--- src/rtl/clk_repl_pkg.sv ---
package clk_repl_pkg;
    typedef enum logic [0:0] {
        ST_IDLE  = 1'b0,
        ST_SWEEP = 1'b1
    } sweep_state_e;
endpackage

--- src/rtl/clk_repl_ring_inc.sv ---
module clk_repl_ring_inc #(
    parameter int NUM_FRAMES = 4,
    parameter int IDX_W      = 2
) (
    input  logic [IDX_W-1:0] idx,
    output logic [IDX_W-1:0] nxt
);
    generate
        if ((NUM_FRAMES & (NUM_FRAMES - 1)) == 0) begin : g_pow2
            assign nxt = idx + 1'b1;
        end else begin : g_cmp
            assign nxt = (idx == IDX_W'(NUM_FRAMES - 1)) ? '0 : idx + 1'b1;
        end
    endgenerate
endmodule

--- src/rtl/clk_repl_match.sv ---
module clk_repl_match #(
    parameter int NUM_FRAMES = 4,
    parameter int PAGE_W     = 8,
    parameter int IDX_W      = 2
) (
    input  logic [NUM_FRAMES-1:0]        occ,
    input  logic [NUM_FRAMES*PAGE_W-1:0] pages,
    input  logic [PAGE_W-1:0]            probe,
    output logic                         hit,
    output logic [IDX_W-1:0]             hit_idx
);
    logic [NUM_FRAMES-1:0] eq;

    generate
        for (genvar g = 0; g < NUM_FRAMES; g++) begin : g_cmp
            assign eq[g] = occ[g] && (pages[g*PAGE_W +: PAGE_W] == probe);
        end
    endgenerate

    // lowest matching frame wins; at most one matches in normal use
    always_comb begin
        hit     = 1'b0;
        hit_idx = '0;
        for (int i = NUM_FRAMES - 1; i >= 0; i--) begin
            if (eq[i]) begin
                hit     = 1'b1;
                hit_idx = IDX_W'(i);
            end
        end
    end
endmodule

--- src/rtl/clk_repl_engine.sv ---
module clk_repl_engine
    import clk_repl_pkg::*;
#(
    parameter int NUM_FRAMES = 4,
    parameter int PAGE_W     = 8,
    localparam int IDX_W     = (NUM_FRAMES > 1) ? $clog2(NUM_FRAMES) : 1
) (
    input  logic              clk,
    input  logic              rst_n,
    input  logic              ref_valid,
    input  logic [PAGE_W-1:0] ref_page,
    output logic              busy,
    output logic              result_valid,
    output logic              result_hit,
    output logic [IDX_W-1:0]  result_frame,
    output logic              result_evicted,
    output logic [PAGE_W-1:0] result_victim
);
    typedef struct packed {
        sweep_state_e                st;
        logic [IDX_W-1:0]            hand;
        logic [NUM_FRAMES-1:0]       occ;
        logic [NUM_FRAMES-1:0]       used;
        logic [NUM_FRAMES*PAGE_W-1:0] pages;
        logic [PAGE_W-1:0]           pend;
        logic                        rv;
        logic                        rhit;
        logic [IDX_W-1:0]            rframe;
        logic                        revict;
        logic [PAGE_W-1:0]           rvictim;
    } eng_state_t;

    eng_state_t st_d, st_q;

    logic             look_hit;
    logic [IDX_W-1:0] look_idx;
    logic [IDX_W-1:0] hand_nxt;
    logic [PAGE_W-1:0] hand_page;
    logic             accept;

    clk_repl_match #(
        .NUM_FRAMES(NUM_FRAMES),
        .PAGE_W    (PAGE_W),
        .IDX_W     (IDX_W)
    ) u_match (
        .occ    (st_q.occ),
        .pages  (st_q.pages),
        .probe  (ref_page),
        .hit    (look_hit),
        .hit_idx(look_idx)
    );

    clk_repl_ring_inc #(
        .NUM_FRAMES(NUM_FRAMES),
        .IDX_W     (IDX_W)
    ) u_inc (
        .idx(st_q.hand),
        .nxt(hand_nxt)
    );

    assign hand_page = st_q.pages[st_q.hand*PAGE_W +: PAGE_W];
    assign accept    = ref_valid && (st_q.st == ST_IDLE);

    always_comb begin
        st_d    = st_q;
        st_d.rv = 1'b0;
        if (accept) begin
            if (look_hit) begin
                st_d.used[look_idx] = 1'b1;
                st_d.rv      = 1'b1;
                st_d.rhit    = 1'b1;
                st_d.rframe  = look_idx;
                st_d.revict  = 1'b0;
                st_d.rvictim = '0;
            end else begin
                st_d.st   = ST_SWEEP;
                st_d.pend = ref_page;
            end
        end else if (st_q.st == ST_SWEEP) begin
            if (!st_q.occ[st_q.hand] || !st_q.used[st_q.hand]) begin
                st_d.occ[st_q.hand]  = 1'b1;
                st_d.used[st_q.hand] = 1'b1;
                st_d.pages[st_q.hand*PAGE_W +: PAGE_W] = st_q.pend;
                st_d.rv      = 1'b1;
                st_d.rhit    = 1'b0;
                st_d.rframe  = st_q.hand;
                st_d.revict  = st_q.occ[st_q.hand];
                st_d.rvictim = st_q.occ[st_q.hand] ? hand_page : '0;
                st_d.hand    = hand_nxt;
                st_d.st      = ST_IDLE;
            end else begin
                st_d.used[st_q.hand] = 1'b0;
                st_d.hand = hand_nxt;
            end
        end
    end

    always_ff @(posedge clk or negedge rst_n) begin
        if (!rst_n) begin
            st_q <= '0;
        end else begin
            st_q <= st_d;
        end
    end

    assign busy           = (st_q.st == ST_SWEEP);
    assign result_valid   = st_q.rv;
    assign result_hit     = st_q.rhit;
    assign result_frame   = st_q.rframe;
    assign result_evicted = st_q.revict;
    assign result_victim  = st_q.rvictim;

    // sweep length counter, used only by the bound check below
    logic [IDX_W+1:0] sweep_steps_q;
    always_ff @(posedge clk or negedge rst_n) begin
        if (!rst_n) begin
            sweep_steps_q <= '0;
        end else if (st_q.st == ST_SWEEP) begin
            sweep_steps_q <= sweep_steps_q + 1'b1;
        end else begin
            sweep_steps_q <= '0;
        end
    end

    a_r10_sweep_bound: assert property (@(posedge clk) disable iff (!rst_n)
        (st_q.st == ST_SWEEP) |-> (sweep_steps_q <= (IDX_W+2)'(NUM_FRAMES)));

    a_r2_hit_answer: assert property (@(posedge clk) disable iff (!rst_n)
        (accept && look_hit) |=> (result_valid && result_hit && !result_evicted
                                  && result_frame == $past(look_idx)));

    a_r2_hit_hand_still: assert property (@(posedge clk) disable iff (!rst_n)
        (accept && look_hit) |=> $stable(st_q.hand));

    a_r9_busy_after_miss: assert property (@(posedge clk) disable iff (!rst_n)
        (accept && !look_hit) |=> (busy && !result_valid));

    a_r5_hit_never_evicts: assert property (@(posedge clk) disable iff (!rst_n)
        (result_valid && result_hit) |-> !result_evicted);

    a_r7_loaded_is_used: assert property (@(posedge clk) disable iff (!rst_n)
        (result_valid && !result_hit) |-> st_q.used[result_frame]);

    a_r6_hand_moves_in_sweep: assert property (@(posedge clk) disable iff (!rst_n)
        busy |=> !$stable(st_q.hand));
endmodule

--- config.mk ---
export PLATFORM = sky130hd
export DESIGN_NAME = clk_repl_engine
export DESIGN_NICKNAME = d
export VERILOG_FILES = /design/src/rtl/clk_repl_pkg.sv /design/src/rtl/clk_repl_ring_inc.sv /design/src/rtl/clk_repl_match.sv /design/src/rtl/clk_repl_engine.sv
export SDC_FILE = /design/constraint.sdc
export NUM_CORES = 1
export LEC_CHECK = 0
export BUFFER_PORTS_ARGS = -buffer_cell sky130_fd_sc_hd__buf_2
export CORE_MARGIN = 5
export CORE_UTILIZATION = 43
export CTS_CLUSTER_SIZE = 25
export DETAILED_ROUTE_END_ITERATION = 12
export RECOVER_POWER = 50
export SYNTH_ARGS = -nofsm -noshare
export SYNTH_HDL_FRONTEND = slang
export SYNTH_HIERARCHICAL = 1
export SYNTH_SLANG_ARGS = --single-unit
--- constraint.sdc ---
create_clock -name clk -period 2.7 [get_ports clk]
set_input_delay 0.135 -clock clk [delete_from_list [all_inputs] [get_ports clk]]
set_output_delay 0.135 -clock clk [all_outputs]
set_load 0.005 [all_outputs]
# == Word level (Yosys, flattened, before mapping) ==
# Cells that the tools add are included.
# classes
add_sub_neg,2
muxes,31
eq_ne,6
reduce_logical,17
n_shift,3
n_bitwise,8
order_cmp,4
# ops
cell,count
13-bit two-way mux,4
43-bit two-way mux,1
5-bit negator with 34-bit output,1
8-bit by 34-bit variable shift with 32-bit output (first input constant),1
8-bit by 34-bit indexed part select with 32-bit output,1
32-bit bitwise mux,1
8-bit equality test,4
32-bit two-way mux,1
32-bit by 6-bit indexed part select with 8-bit output,1
4-bit two-way mux,4
4-bit bitwise OR,3
1-bit two-way mux,11
2-bit two-way mux,4
8-bit two-way mux,1
1-bit logical AND,7
2-bit by 3-bit less-than comparator with 1-bit output (second input constant),2
2-bit AND reduction,3
3-bit AND reduction,2
4-bit bitwise AND,1
1-bit binary-select mux with 2-bit select,2
1-bit demux with 2-bit select,2
2-bit by 1-bit greater-or-equal comparator with 1-bit output (second input constant),2
2-bit inequality test (second input constant),2
4-bit NOT,1
other kinds (5),9
# totals
regBits,64
in_bits,11
word_cells,82
out_inout_bits,14

# == Logic depth before layout (Yosys ltp) ==
# Gate-level depths: netlist of the first run.
# depth
ltp_word,13
ltp_mapped,10
depth_no_buf,8

# == By module ==
# Netlist of the first run, hierarchy kept.
# modules_own_cells
mod,cells_per_inst,instances,seq_area_each_um2,area_each_um2
clk_repl_engine,257,1,1601.5,3109.2
clk_repl_match,63,1,0.0,505.5
clk_repl_ring_inc,2,1,0.0,12.5

# == Least setup slack after synthesis of the first run ==
# Ideal clock, no wire load.
# synth_timing
kind,flip-flop to flip-flop
start,register st_q[61] (netlist bit)
end,register (tool-made name)
arrival_time_ns,2.070
path_buffers,2
t_required_ns,2.633
path_stages_with_launch,8
setup_ns,0.067
slack_ns,0.563
period_less_slack_ns,2.137
path_cell_list,dfrtp_1 buf_6 buf_2 inv_1 ha_1 nand4bb_1 a211oi_2 a22o_1
# synth_rtl
element,line_no,rtl
from (decl),clk_repl_engine.sv:33,"eng_state_t st_d, st_q;"
from (signal assigned),clk_repl_engine.sv:102,st_q <= st_d;

==> flow_summary.yaml, run 1 <==
synth:
  mappedNetlistArea_mm2: 0.00363
  synth_xor_area_frac: 0.0880
  synthAdderAreaFrac: 0.0241
  synth.area.top_cells: "dfrtp_1 44%, xnor2_1 6.8%, mux2i_1 6.6%, mux4_2 6.2%, nand2_1 4.1%"
  yosys.area_share.simple: 0.103
  synth-async-reset-ratio: 1.00
  synthMuxAreaShare: 0.153
  synth.yosys.seq_area_share: 0.442
  synth_top_area_share: 0.442
  synth_top_family_by_area: "multiplexers"
  syn_inst: 322
  synthFlopType: "dfrtp_1"
  synth_compound_area_frac: 0.0928
  ys_warn_count: 6
  syn_avg_cell_area_um2: 11.3
  synth-seq-cells: 64
  yosys.cell_types.count: 41
  post-synth-top-area-cell: "dfrtp_1"
  synth_edf_count: 0
  synth.net_count: 340
critical_path:
  critPathKind: "reg -> reg"
  cp_max_fo: 17
  crit_path_end_kind: "flop"
  startpoint_type: "flop"
  worstPathArrival_ns: 2.57
  worst-endpoint-required_ns: 2.98
sta:
  hold_viol_final: 0
  setup_ws_ns: 0.414
  min_period_ns: 2.29
  tightest_slew_ns: 1.14
  rsz0062_at_grt: "no"
  fin_setup_tns_ns: 0
  clock.fmax_mhz: 438
  slew_headroom: 0.239
  whs_ns: 0.122
  finClkSkew_ns: 0.00708
  slew_violations: 0
  finalCritPeriodShare: 0.847
  setup_viol: 0
finish:
  n_fill_cell: 774
  fin_area_mm2: 0.00399
  mostFrequentLayoutCell: "dfrtp_1"
  diodes: 0
  most-common-layout-cells: "64 x dfrtp_1, 40 x nand2_1, 31 x inv_1, 28 x xnor2_1, 24 x mux2i_1"
  finalNetCount: 363
  drive_gt1_frac: 0.231
  syn2layout_area_growth_pct: 10.0
placed_design:
  gp_congestion: 0.819
  placed_cell_area_mm2: 0.00377
  dp_slack_ns: 0.415
  io_buffers: 24
  hpwl_mm: 6.08
hold_path:
  hp-class: "in -> reg"
pwr:
  total_power_mw: 4.30
  cellLeakagePower_nw: 1.64
  ir_drop_mv: 0.556
  powerDensity_mw_per_mm2: 1080
cts:
  cts_buffers: 9
  clock_path_buffers: 2
  cts_tree: "built"
  root_buffer: "clkbuf_8"
  cts_num_sinks: 64
  path_clk_slew_ns: 0.07
  insertion_delay_ns: 0.34
  ctsResizeCount: 0
  holdBufCountCts: 1
  postCtsSetupRepairBufs: 0
  htreeDepth: 3
floorplanning:
  start_util: 0.441
  placementRows: 33
  io_pins: 25
  fp.dieArea_mm2: 0.0104
  core_mm2: 0.00822
  die_x_um: 102
  die_h_um: 102
route:
  drt_first_iter_violations: 101
  via_per_inst: 5.26
  ant_nets: 0
  wl_per_cell_um: 18.2
  drt_wl_total_mm: 8.26
  vias: 2393
  dr.pass1.iters: 4
  drcViolationCount: 0
global_routing:
  track_usage: 0.177
  antenna_found_initial: 0
  grt_start_max_net_pins: 34
  grt_pass1_wl_mm: 13.6
  grt_overflow: 0
  grt_pass1_vias: 2453
status:
  run_status: "complete, no violations"
flow_run:
  maxCapViolCount: 0
## layer usage
layer	GRT usage	wire length, um
met5	0	0
met1	0.255	3970
met2	0.259	3680
met3	0.0416	492
met4	0.0706	119
## stage by stage
stage / utilization / cells
after floorplan: - / 322
after global placement: 0.459 / 438
after detailed placement: 0.459 / 438
after CTS: 0.487 / 455
after global routing: 0.486 / 455
final: 0.486 / 455
## area by class of cell
cell class | instances | area (um2) | area share
clock inverters | 2 | 35.0 | 0.00878
repair buffers | 42 | 245 | 0.0615
multi-input cells | 196 | 1670 | 0.420
flip-flops and latches | 64 | 1600 | 0.401
clock buffers | 14 | 183 | 0.0458
well taps | 105 | 131 | 0.0329
inverters | 32 | 120 | 0.0301
## worst max-delay path: stages, from the launching register on
cell and delay [ns]:
dfrtp_1 0.40, xnor2_1 0.21, nand4_1 0.11, nor3_1 0.31, nor2_1 0.09, nand2_1 0.10
nand3b_1 0.44, or3_1 0.48, nand3_1 0.09
## path summary, 6_finish.rpt
| kind | from | slack [ns] | cells past startpoint | to |
|---|---|---|---|---|
| setup / recovery | flop | 0.41 | 8 | st_q[53] |
| hold / removal | ref_page[6] | 0.12 | 3 | st_q[19] |
| setup reg to reg | flop | 0.41 | 8 | st_q[53] |
| hold reg to reg | st_q[57] | 0.48 | 1 | st_q[57] |
| max in group asynchronous | rst_n | 0.91 | 3 | asynchronous set/reset pin |
| min in group asynchronous | rst_n | 0.33 | 2 | st_q[13] |
## synth_stat cells, types with 2 or more instances
cell / instances
o21ai_0: 4
nor2_1: 9
or3_1: 2
nor3_1: 5
a21oi_4: 2
a21oi_1: 5
inv_1: 31
nand3_1: 5
ha_1: 7
xnor2_1: 28
clkbuf_1: 3
nand4_1: 4
a21o_1: 3
a221o_1: 3
xnor2_2: 4
buf_6: 9
a311o_1: 2
mux4_2: 10
nor4b_2: 2
a22o_1: 7
buf_4: 12
or2_2: 3
a32o_1: 8
nand2_1: 40
mux2i_1: 24
buf_2: 5
mux2_2: 7
a211oi_1: 2
dfrtp_1: 64
## kinds of logic (layout without fill, tap and decap cells)
| kind of cell | Yosys count | in the layout |
|---|---|---|
| AO/OA/AOI/OAI | 39 | 39 |
| XOR/XNOR | 33 | 33 |
| buffers and inverters | 62 | 90 |
| multiplexers | 42 | 42 |
| adder cells (fa/ha/maj) | 7 | 7 |
| flip-flops | 64 | 64 |
| AND/OR/NAND/NOR | 75 | 75 |
## power breakdown
part / internal [mW] / total (mW) / switching [mW] / leakage, nW
Sequential: 1.29 / 1.64 / 0.350 / 0.831
Combinational: 0.839 / 1.77 / 0.933 / 0.698
Clock: 0.527 / 0.890 / 0.363 / 0.113
Total: 2.65 / 4.30 / 1.65 / 1.64
No activity file was read; power rests on OpenSTA's default activity.
==> run 2, diff against run 1 <==
==> constraint.sdc (replaced) <==
create_clock -name clk -period 1.9 [get_ports clk]
set_input_delay 0.095 -clock clk [delete_from_list [all_inputs] [get_ports clk]]
set_output_delay 0.095 -clock clk [all_outputs]
set_load 0.005 [all_outputs]
==> flow_summary.yaml, run 2 (synthesized netlist as in run 1, its figures left out) <==
cts:
  path_clk_slew_ns: 0.08
  htreeDepth: 3
  insertion_delay_ns: 0.35
  clock_path_buffers: 2
  cts_buffers: 9
  cts_num_sinks: 64
  cts_tree: "built"
  root_buffer: "clkbuf_8"
floorplanning:
  placementRows: 33
  die_h_um: 102
  io_pins: 25
  fp.dieArea_mm2: 0.0104
  core_mm2: 0.00822
  die_x_um: 102
  start_util: 0.441
global_routing:
  grt_start_max_net_pins: 49
  grt_overflow: 0
  grt_pass1_wl_mm: 14.2
  antenna_found_initial: 0
  grt_pass1_vias: 2710
  track_usage: 0.184
route:
  drt_first_iter_violations: 72
  drcViolationCount: 0
  ant_nets: 0
  wl_met2_mm: 4.11
  dr.pass1.iters: 4
  top_layer_used: "met4"
  via_per_inst: 5.30
  vias: 2591
  wl_met1_mm: 4.00
  wl_met3_um: 591
  drt_wl_total_mm: 8.88
  wl_per_cell_um: 18.2
hold_path:
  worstHoldStart: "ref_page[6]"
  holdPathEnd: "st_q[19]"
  hp-class: "in -> reg"
  worstHoldPathCells: 3
sta:
  hold_viol_final: 0
  finalCritPeriodShare: 0.990
  tightest_slew_ns: 1.02
  slew_headroom: 0.319
  clock.fmax_mhz: 532
  fin_setup_tns_ns: 0
  setup_viol: 0
  finClkSkew_ns: 0.0127
  min_period_ns: 1.88
  slew_violations: 0
  setup_ws_ns: 0.0195
  rsz0062_at_grt: "yes"
pwr:
  total_power_mw: 7.05
  power.internal_mw: 4.35
  switching_share: 0.383
  combinationalPowerShare: 0.480
  p_sw_mw: 2.70
  p_clk_frac: 0.190
  powerDensity_mw_per_mm2: 1590
  cellLeakagePower_nw: 1.87
  ir_drop_mv: 0.886
  p_seq_frac: 0.330
critical_path:
  critPathKind: "reg -> reg"
  reg2reg_to: "result_frame[0]"
  regToRegSetupSlack_ns: 0.02
  cp_max_fo: 9
  reg2regPathDepth: 8
  startpoint_type: "flop"
  worst-endpoint-required_ns: 2.13
  crit_path_end_kind: "flop"
  worstPathArrival_ns: 2.11
finish:
  syn2layout_area_growth_pct: 22.0
  drive_gt1_frac: 0.362
  finalNetCount: 397
  diodes: 0
  most-common-layout-cells: "62 x dfrtp_1, 45 x buf_4, 40 x nand2_1, 30 x inv_1, 26 x xnor2_1"
  fin_area_mm2: 0.00442
  mostFrequentLayoutCell: "dfrtp_1"
  n_fill_cell: 744
  utilization: 0.538
placed_design:
  placed_cell_area_mm2: 0.00409
  gp_congestion: 0.939
  dp_slack_ns: -0.0395
  hpwl_mm: 6.60
  io_buffers: 24
status:
  run_status: "complete, no violations"
flow_run:
  maxCapViolCount: 0
run 2: layer usage:
layer	GRT usage	vias up
met1	0.243	1290
met2	0.292	72
met4	0.0686	0
li1	-	1212
met3	0.0505	17
met5	0	-
run 2: worst max path at each step:
stage	cells after the start	slack [ns]	start	endpoint
after floorplan	5	-0.003	st_q[61]	flop
after global placement	3	-0.04	st_q[61]	flop
after detailed placement	5	-0.04	st_q[61]	flop
after CTS	5	0.002	st_q[61]	flop
after global routing	8	-0.08	flop	st_q[14]
final	8	0.02	flop	result_frame[0]
run 2: cell type report:
type	count	area, um2	share of cell area
repair buffers	76	569	0.129
flip-flops and latches	64	1600	0.363
multi-input cells	196	1770	0.401
clock buffers	9	124	0.0280
inverters	32	120	0.0271
well taps	105	131	0.0297
clock inverters	7	103	0.0232
run 2: metrics by stage:
step	std cells	hold slack, ns
4_1_cts	485	0.0638
3_5_place_dp	468	0.0589
5_1_grt	489	0.0939
6_report	489	0.0823
3_3_place_gp	468	0.0580
2_1_floorplan	322	-0.201
run 2: repair_timing:
action,CTS,global route
endpoints found under the hold margin,16,0
setup buffers,0,4
gates resized for setup,4,13
pin swaps,0,1
hold buffers,1,0
setup endpoints to repair,19,37
run 2: critical path, cell delays in order (launching register included):
cell      delay (ns)
dfrtp_1         0.41
xnor2_1         0.21
nand3_1         0.13
nor3_2          0.21
nor2_1          0.06
nand2_1         0.09
nand3b_1        0.13
buf_4           0.20
a311o_1         0.31
run 2: power groups by stage:
| stage | Clock, mW | Combinational [mW] | Sequential (mW) |
|---|---|---|---|
| 5_1_grt | 1.42 | 3.65 | 2.38 |
| 4_1_cts | 1.37 | 3.30 | 2.32 |
| 3_5_place_dp | 0 | 3.28 | 2.34 |
| 6_report | 1.34 | 3.38 | 2.33 |
| 2_1_floorplan | 0 | 2.20 | 2.15 |
| 3_3_place_gp | 0 | 3.21 | 2.32 |
